--- config.mk ---
export PLATFORM = sky130hd
export DESIGN_NAME = csw_decoder
export DESIGN_NICKNAME = d
export VERILOG_FILES = /design/src/rtl/csw_pkg.sv /design/src/rtl/csw_regfile.sv /design/src/rtl/csw_match.sv /design/src/rtl/csw_prio.sv /design/src/rtl/csw_decoder.sv
export SDC_FILE = /design/constraint.sdc
export NUM_CORES = 1
export LEC_CHECK = 0
export ABC_AREA = 1
export CAP_MARGIN = 10
export CORE_ASPECT_RATIO = 1.1
export CORE_MARGIN = 2
export CORE_UTILIZATION = 50
export DETAILED_ROUTE_END_ITERATION = 10
export MAX_ROUTING_LAYER = met4
export PLACE_DENSITY_LB_ADDON = 0.2
export SETUP_SLACK_MARGIN = 0.4
export SYNTH_ARGS = -nofsm -noshare
export SYNTH_HDL_FRONTEND = slang
export SYNTH_SLANG_ARGS = --single-unit
--- constraint.sdc ---
create_clock -name clk -period 2.1 [get_ports clk]
set_input_delay 0.42 -clock clk [delete_from_list [all_inputs] [get_ports clk]]
set_output_delay 0.42 -clock clk [all_outputs]
set_load 0.01 [all_outputs]
--- src/rtl/csw_pkg.sv ---
package csw_pkg;
   localparam int CSW_REG_W   = 32;
   localparam int CSW_GRAN_LSB = 24;
   localparam int CSW_PHYS_W  = 36;
   localparam int CSW_CS_W    = 3;
   localparam int CSW_MASK_W  = CSW_REG_W - CSW_GRAN_LSB;
   localparam int CSW_HI_W    = CSW_PHYS_W - CSW_REG_W;
   localparam logic [CSW_REG_W-1:0] CSW_BASE_KEEP = 32'hFF00_000F;
   localparam logic [CSW_REG_W-1:0] CSW_SIZE_KEEP = 32'hFF00_001D;

   typedef struct packed {
      logic                  en;
      logic [CSW_CS_W-1:0]   cs;
      logic [CSW_MASK_W-1:0] smask;
      logic [CSW_HI_W-1:0]   bhi;
      logic [CSW_MASK_W-1:0] blo;
   } csw_win_t;

   function automatic logic [CSW_REG_W-1:0] csw_base_word(input csw_win_t w);
      logic [CSW_REG_W-1:0] r;
      r = '0;
      r[CSW_REG_W-1:CSW_GRAN_LSB] = w.blo;
      r[CSW_HI_W-1:0] = w.bhi;
      return r;
   endfunction

   function automatic logic [CSW_REG_W-1:0] csw_size_word(input csw_win_t w);
      logic [CSW_REG_W-1:0] r;
      r = '0;
      r[CSW_REG_W-1:CSW_GRAN_LSB] = w.smask;
      r[CSW_CS_W+1:2] = w.cs;
      r[0] = w.en;
      return r;
   endfunction
endpackage

--- src/rtl/csw_regfile.sv ---
module csw_regfile
   import csw_pkg::*;
#(
   parameter int NUM_WIN = 4,
   localparam int RADDR_W = $clog2(NUM_WIN) + 3,
   localparam int WIDX_W  = $clog2(NUM_WIN)
) (
   input  logic                    clk,
   input  logic                    rst_n,
   input  logic                    we,
   input  logic [RADDR_W-1:0]      addr,
   input  logic [CSW_REG_W-1:0]    wdata,
   output logic [CSW_REG_W-1:0]    rdata,
   output csw_win_t [NUM_WIN-1:0]  cfg
);
   csw_win_t [NUM_WIN-1:0] cfg_q;
   logic [WIDX_W-1:0]      widx;
   logic                   sel_size;
   logic                   in_range;

   assign widx     = addr[RADDR_W-1:3];
   assign sel_size = addr[2];
   assign in_range = (int'(widx) < NUM_WIN);

   always_ff @(posedge clk or negedge rst_n) begin
      if (!rst_n) begin
         cfg_q <= '0;
      end else if (we && in_range) begin
         if (sel_size) begin
            cfg_q[widx].smask <= wdata[CSW_REG_W-1:CSW_GRAN_LSB];
            cfg_q[widx].cs    <= wdata[CSW_CS_W+1:2];
            cfg_q[widx].en    <= wdata[0];
         end else begin
            cfg_q[widx].blo   <= wdata[CSW_REG_W-1:CSW_GRAN_LSB];
            cfg_q[widx].bhi   <= wdata[CSW_HI_W-1:0];
         end
      end
   end

   always_comb begin
      rdata = '0;
      if (in_range)
         rdata = sel_size ? csw_size_word(cfg_q[widx]) : csw_base_word(cfg_q[widx]);
   end

   assign cfg = cfg_q;


   base_wr_chk: assert property (@(posedge clk) disable iff (!rst_n)
      (we && !sel_size) |=> (csw_base_word(cfg_q[$past(widx)]) == ($past(wdata) & CSW_BASE_KEEP)));

   size_wr_chk: assert property (@(posedge clk) disable iff (!rst_n)
      (we && sel_size) |=> (csw_size_word(cfg_q[$past(widx)]) == ($past(wdata) & CSW_SIZE_KEEP)));
endmodule

--- src/rtl/csw_match.sv ---
module csw_match
   import csw_pkg::*;
(
   input  csw_win_t                win,
   input  logic [CSW_PHYS_W-1:0]   addr,
   output logic                    hit,
   output logic [CSW_REG_W-1:0]    offset
);
   logic [CSW_MASK_W-1:0] fix_bits;
   logic                  hi_eq;
   logic                  lo_eq;

   assign fix_bits = ~win.smask;
   assign hi_eq    = (addr[CSW_PHYS_W-1:CSW_REG_W] == win.bhi);
   assign lo_eq    = ((addr[CSW_REG_W-1:CSW_GRAN_LSB] & fix_bits) == (win.blo & fix_bits));
   assign hit      = win.en && hi_eq && lo_eq;
   assign offset   = {addr[CSW_REG_W-1:CSW_GRAN_LSB] & win.smask, addr[CSW_GRAN_LSB-1:0]};
endmodule

--- src/rtl/csw_prio.sv ---
module csw_prio
   import csw_pkg::*;
#(
   parameter int NUM_WIN = 4,
   localparam int WIDX_W = $clog2(NUM_WIN)
) (
   input  logic [NUM_WIN-1:0]                 hit_vec,
   input  logic [NUM_WIN-1:0][CSW_CS_W-1:0]   cs_vec,
   input  logic [NUM_WIN-1:0][CSW_REG_W-1:0]  off_vec,
   output logic                               any_hit,
   output logic [WIDX_W-1:0]                  win_idx,
   output logic [CSW_CS_W-1:0]                cs,
   output logic [CSW_REG_W-1:0]               offset
);
   always_comb begin
      any_hit = 1'b0;
      win_idx = '0;
      cs      = '0;
      offset  = '0;
      for (int i = NUM_WIN - 1; i >= 0; i--) begin
         if (hit_vec[i]) begin
            any_hit = 1'b1;
            win_idx = WIDX_W'(i);
            cs      = cs_vec[i];
            offset  = off_vec[i];
         end
      end
   end
endmodule

--- src/rtl/csw_decoder.sv ---
module csw_decoder
   import csw_pkg::*;
#(
   parameter int NUM_WIN = 4,
   localparam int RADDR_W = $clog2(NUM_WIN) + 3,
   localparam int WIDX_W  = $clog2(NUM_WIN)
) (
   input  logic                    clk,
   input  logic                    rst_n,
   input  logic                    cfg_we,
   input  logic [RADDR_W-1:0]      cfg_addr,
   input  logic [CSW_REG_W-1:0]    cfg_wdata,
   output logic [CSW_REG_W-1:0]    cfg_rdata,
   input  logic [CSW_PHYS_W-1:0]   lk_addr,
   output logic                    lk_hit,
   output logic [CSW_CS_W-1:0]     lk_cs,
   output logic [CSW_REG_W-1:0]    lk_offset
);
   generate
      if (NUM_WIN < 2 || NUM_WIN > 8) begin : g_bad_cfg
         $error("csw_decoder: NUM_WIN must lie in 2..8");
      end
   endgenerate

   csw_win_t [NUM_WIN-1:0]                cfg;
   logic [NUM_WIN-1:0]                    hit_vec;
   logic [NUM_WIN-1:0]                    en_vec;
   logic [NUM_WIN-1:0][CSW_CS_W-1:0]      cs_vec;
   logic [NUM_WIN-1:0][CSW_REG_W-1:0]     off_vec;
   logic [WIDX_W-1:0]                     win_idx;
   logic [NUM_WIN-1:0]                    below_mask;

   csw_regfile #(.NUM_WIN(NUM_WIN)) regs_i (
      .clk   (clk),
      .rst_n (rst_n),
      .we    (cfg_we),
      .addr  (cfg_addr),
      .wdata (cfg_wdata),
      .rdata (cfg_rdata),
      .cfg   (cfg)
   );

   for (genvar g = 0; g < NUM_WIN; g++) begin : g_win
      csw_match match_i (
         .win    (cfg[g]),
         .addr   (lk_addr),
         .hit    (hit_vec[g]),
         .offset (off_vec[g])
      );
      assign cs_vec[g] = cfg[g].cs;
      assign en_vec[g] = cfg[g].en;
   end

   csw_prio #(.NUM_WIN(NUM_WIN)) prio_i (
      .hit_vec (hit_vec),
      .cs_vec  (cs_vec),
      .off_vec (off_vec),
      .any_hit (lk_hit),
      .win_idx (win_idx),
      .cs      (lk_cs),
      .offset  (lk_offset)
   );

   assign below_mask = (NUM_WIN'(1) << win_idx) - NUM_WIN'(1);


   dis_nohit_chk: assert property (@(posedge clk) disable iff (!rst_n)
      (hit_vec & ~en_vec) == '0);

   low_first_chk: assert property (@(posedge clk) disable iff (!rst_n)
      lk_hit |-> (hit_vec[win_idx] && ((hit_vec & below_mask) == '0)));

   cs_route_chk: assert property (@(posedge clk) disable iff (!rst_n)
      lk_hit |-> (lk_cs == cfg[win_idx].cs));

   miss_zero_chk: assert property (@(posedge clk) disable iff (!rst_n)
      !lk_hit |-> (lk_cs == '0 && lk_offset == '0));

   low_off_chk: assert property (@(posedge clk) disable iff (!rst_n)
      lk_hit |-> (lk_offset[CSW_GRAN_LSB-1:0] == lk_addr[CSW_GRAN_LSB-1:0]));

   rst_clear_chk: assert property (@(posedge clk) disable iff (!rst_n)
      $rose(rst_n) |-> (en_vec == '0));
endmodule

==> reports/metrics.cfg <==
[outcome]
status=finished with violations
violations=setup timing

[power]
p_leak_nw=5.08
powerDensity_nw_per_um2=716
peakVddDrop_mv=0.487

[timing]
finalClockSkew_ns=0
finalCritPeriodShare_pct=129
relSlewSlack_pct=38.8
hold_violations=0
fmax_mhz=368
fin_ws_ns=-0.615
rsz0062_at_grt=true
worstMarginPinSlew_ns=0.908
min_period_ns=2.71
finalSetupTns_ns=-19.91
final_max_slew_viol_count=0
setup_viol=37

[layout]
largest_reg_flops=96
instances_no_fill=1349
final_nets=1266
register_area_sq_um=2400
drive_gt1_share_pct=40.3
multiInputGateArea_sq_um=3840
fin_util_pct=84.3
antenna_cells=0
fillers=667
area_growth_pct=63.0

[synthesis]
syn_avg_cell_area_sq_um=6.97
synth_cell_types=39
yosysMostFrequentCell=nand2_1
yosysTopAreaCell=dfrtp_1
synth.area.top_cells=dfrtp_1 38%, nand2_1 17%, o21ai_0 9.0%
synthArstFlopShare_pct=100
synthCells=901
syn-cell-area_sq_um=6280
synth_mux_area_share_pct=0
synth_xor_area_share_pct=0.697
synth_compound_area_share_pct=16.7
synthFlopType=dfrtp_1
synth.yosys.seq_area_share_pct=38.3
synth_commonest_cells=291 x nand2_1, 119 x inv_1, 113 x o21ai_0, 96 x dfrtp_1, 56 x nor2_1
synth_fa_ha_area_share_pct=0
yosys.area.top_type_share_pct=38.3
synth_edf_count=0
yosysWarnings=0
synth-simple-area-share_pct=31.6
synth_top_family_by_area=simple AND/OR/NAND/NOR gates
ys_ff_latch=96

[worst_hold_path]
min_from=regs_i.cfg[62]
holdPathStages=2
hold_path.class=flop to flop
hold_end=regs_i.cfg[62]

[detailed_routing]
post_drt_wl_per_cell_um=21.0
via_per_inst=6.00
first_pass_iters=8
vias=8095
antenna_left=0
drt_wl_total_um=28300
drc=0
drt-initial-drc-count=1056

[placement]
placed_cells=1293
routabilityCongestion=1.03
dp_hpwl_um=15800
io_buffers=103

[clock_tree]
cts_tree=done
clock-sinks=96
ctsHtreeMaxLevel=3
numCtsBuffers=9
clk_pin_slew_ns=0.07
cts_max_path_buffers=2
clk-insertion-delay-late_ns=0.36
cts_root_buf=clkbuf_16

[die]
top_level_ports=144
die_x_um=111
core-area_sq_um=12100
die_h_um=122
start_util_pct=51.7
rows=42
dieArea_sq_um=13500

[critical_path]
crit_path_start_kind=flop
crit_start=regs_i.cfg[51]
worst-path-max-fanout=6
rr_endpoint=regs_i.cfg[10]
required_ns=1.68
crit_path_end_kind=output port
arrival_ns=2.29
crit_type=flop to output port
r2r_cells=2
worstReg2RegStart=regs_i.cfg[10]
rrSetupSlack_ns=0.94

[global_route]
grt_pass1_wl_um=39100
antenna_found_initial=0
grt_pass1_vias=7576
grt_usage_pct=38.3
grt_start_max_net_pins=48
overflow=0

[flow_run]
drv_cap=0

per-stage QoR:
stage               power (mW)  setup WS (ns)  area [sq um]  hold slack (ns)
finish                    7.33         -0.615         10200            0.497
global route              7.60         -0.668         10200            0.524
CTS                       6.81         -0.418          9710            0.497
detailed placement        4.78          -1.25          8710            0.359
global placement          4.73          -1.21          8710            0.356
floorplan                 3.53          0.179          6500            0.124
cell type report:
| class | instances | share of cell area, % |
|---|---|---|
| Multi-Input combinational cell | 644 | 37.5 |
| Clock inverter | 6 | 0.660 |
| Clock buffer | 10 | 2.33 |
| Timing Repair Buffer | 315 | 29.2 |
| Inverter | 124 | 4.96 |
| Sequential cell | 96 | 23.5 |
| Tap cell | 154 | 1.88 |
how the worst max path moves through the flow:
stage,cells past startpoint,end,slack [ns]
2_1_floorplan,11,lk_offset[0],0.18
5_1_grt,13,lk_offset[30],-0.67
6_report,13,lk_offset[25],-0.61
3_5_place_dp,11,lk_offset[13],-1.25
3_3_place_gp,12,lk_offset[11],-1.21
4_1_cts,12,lk_offset[30],-0.42
per-layer routing:
metal | vias up | GRT usage [%] | share of wire [%]
met5 | - | - | 0
met1 | 3641 | 43.6 | 34
li1 | 3452 | - | -
met3 | 279 | 9.04 | 12
met2 | 723 | 61.8 | 45
met4 | 0 | 23.0 | 9.1
report_power, final:
part / internal (mW) / leakage, nW / switching (mW)
combinational: 1.42 / 3.73 / 1.61
clock: 0.962 / 0.145 / 0.816
sequential: 2.20 / 1.20 / 0.324
total: 4.58 / 5.08 / 2.75
cells in the final DEF, fill, tap and decap left out, types with 23 or more instances in the layout:
master	count
nand2_1	255
buf_2	23
inv_1	77
buf_4	149
nand2_2	28
nor2_4	30
o21ai_0	94
inv_2	38
nor2_1	39
buf_6	65
nand3_1	26
dfrtp_1	96
clkdlybuf4s50_1	38
critical path, cell delays in order, from the launching register on:
cell,delay [ns]
dfrtp_1,0.43
buf_4,0.16
nor2_1,0.12
nor2_1,0.10
nor2_1,0.17
nand2_1,0.09
nor2_2,0.15
buf_4,0.20
nand3_1,0.11
nand2_1,0.08
inv_1,0.04
nand2_1,0.08
a21oi_2,0.08
buf_2,0.14
cell families after synthesis:
group | Yosys count
and+or+nand+nor | 436
AOI/OAI and AO/OA | 183
buffers and inverters | 180
DFF | 96
xor gates and xnor gates | 5
other | 1
repair_timing:
| action | CTS | global route |
|---|---|---|
| endpoints found under the setup margin | 54 | 49 |
| hold buffers | 1 | 0 |
| pin swaps | 62 | 48 |
| resized for setup | 415 | 111 |
| setup buffers | 27 | 8 |
| gates cloned | 3 | 1 |
| endpoints found under the hold margin | 24 | 0 |
Note: power is estimated with default switching activity, not from simulation.
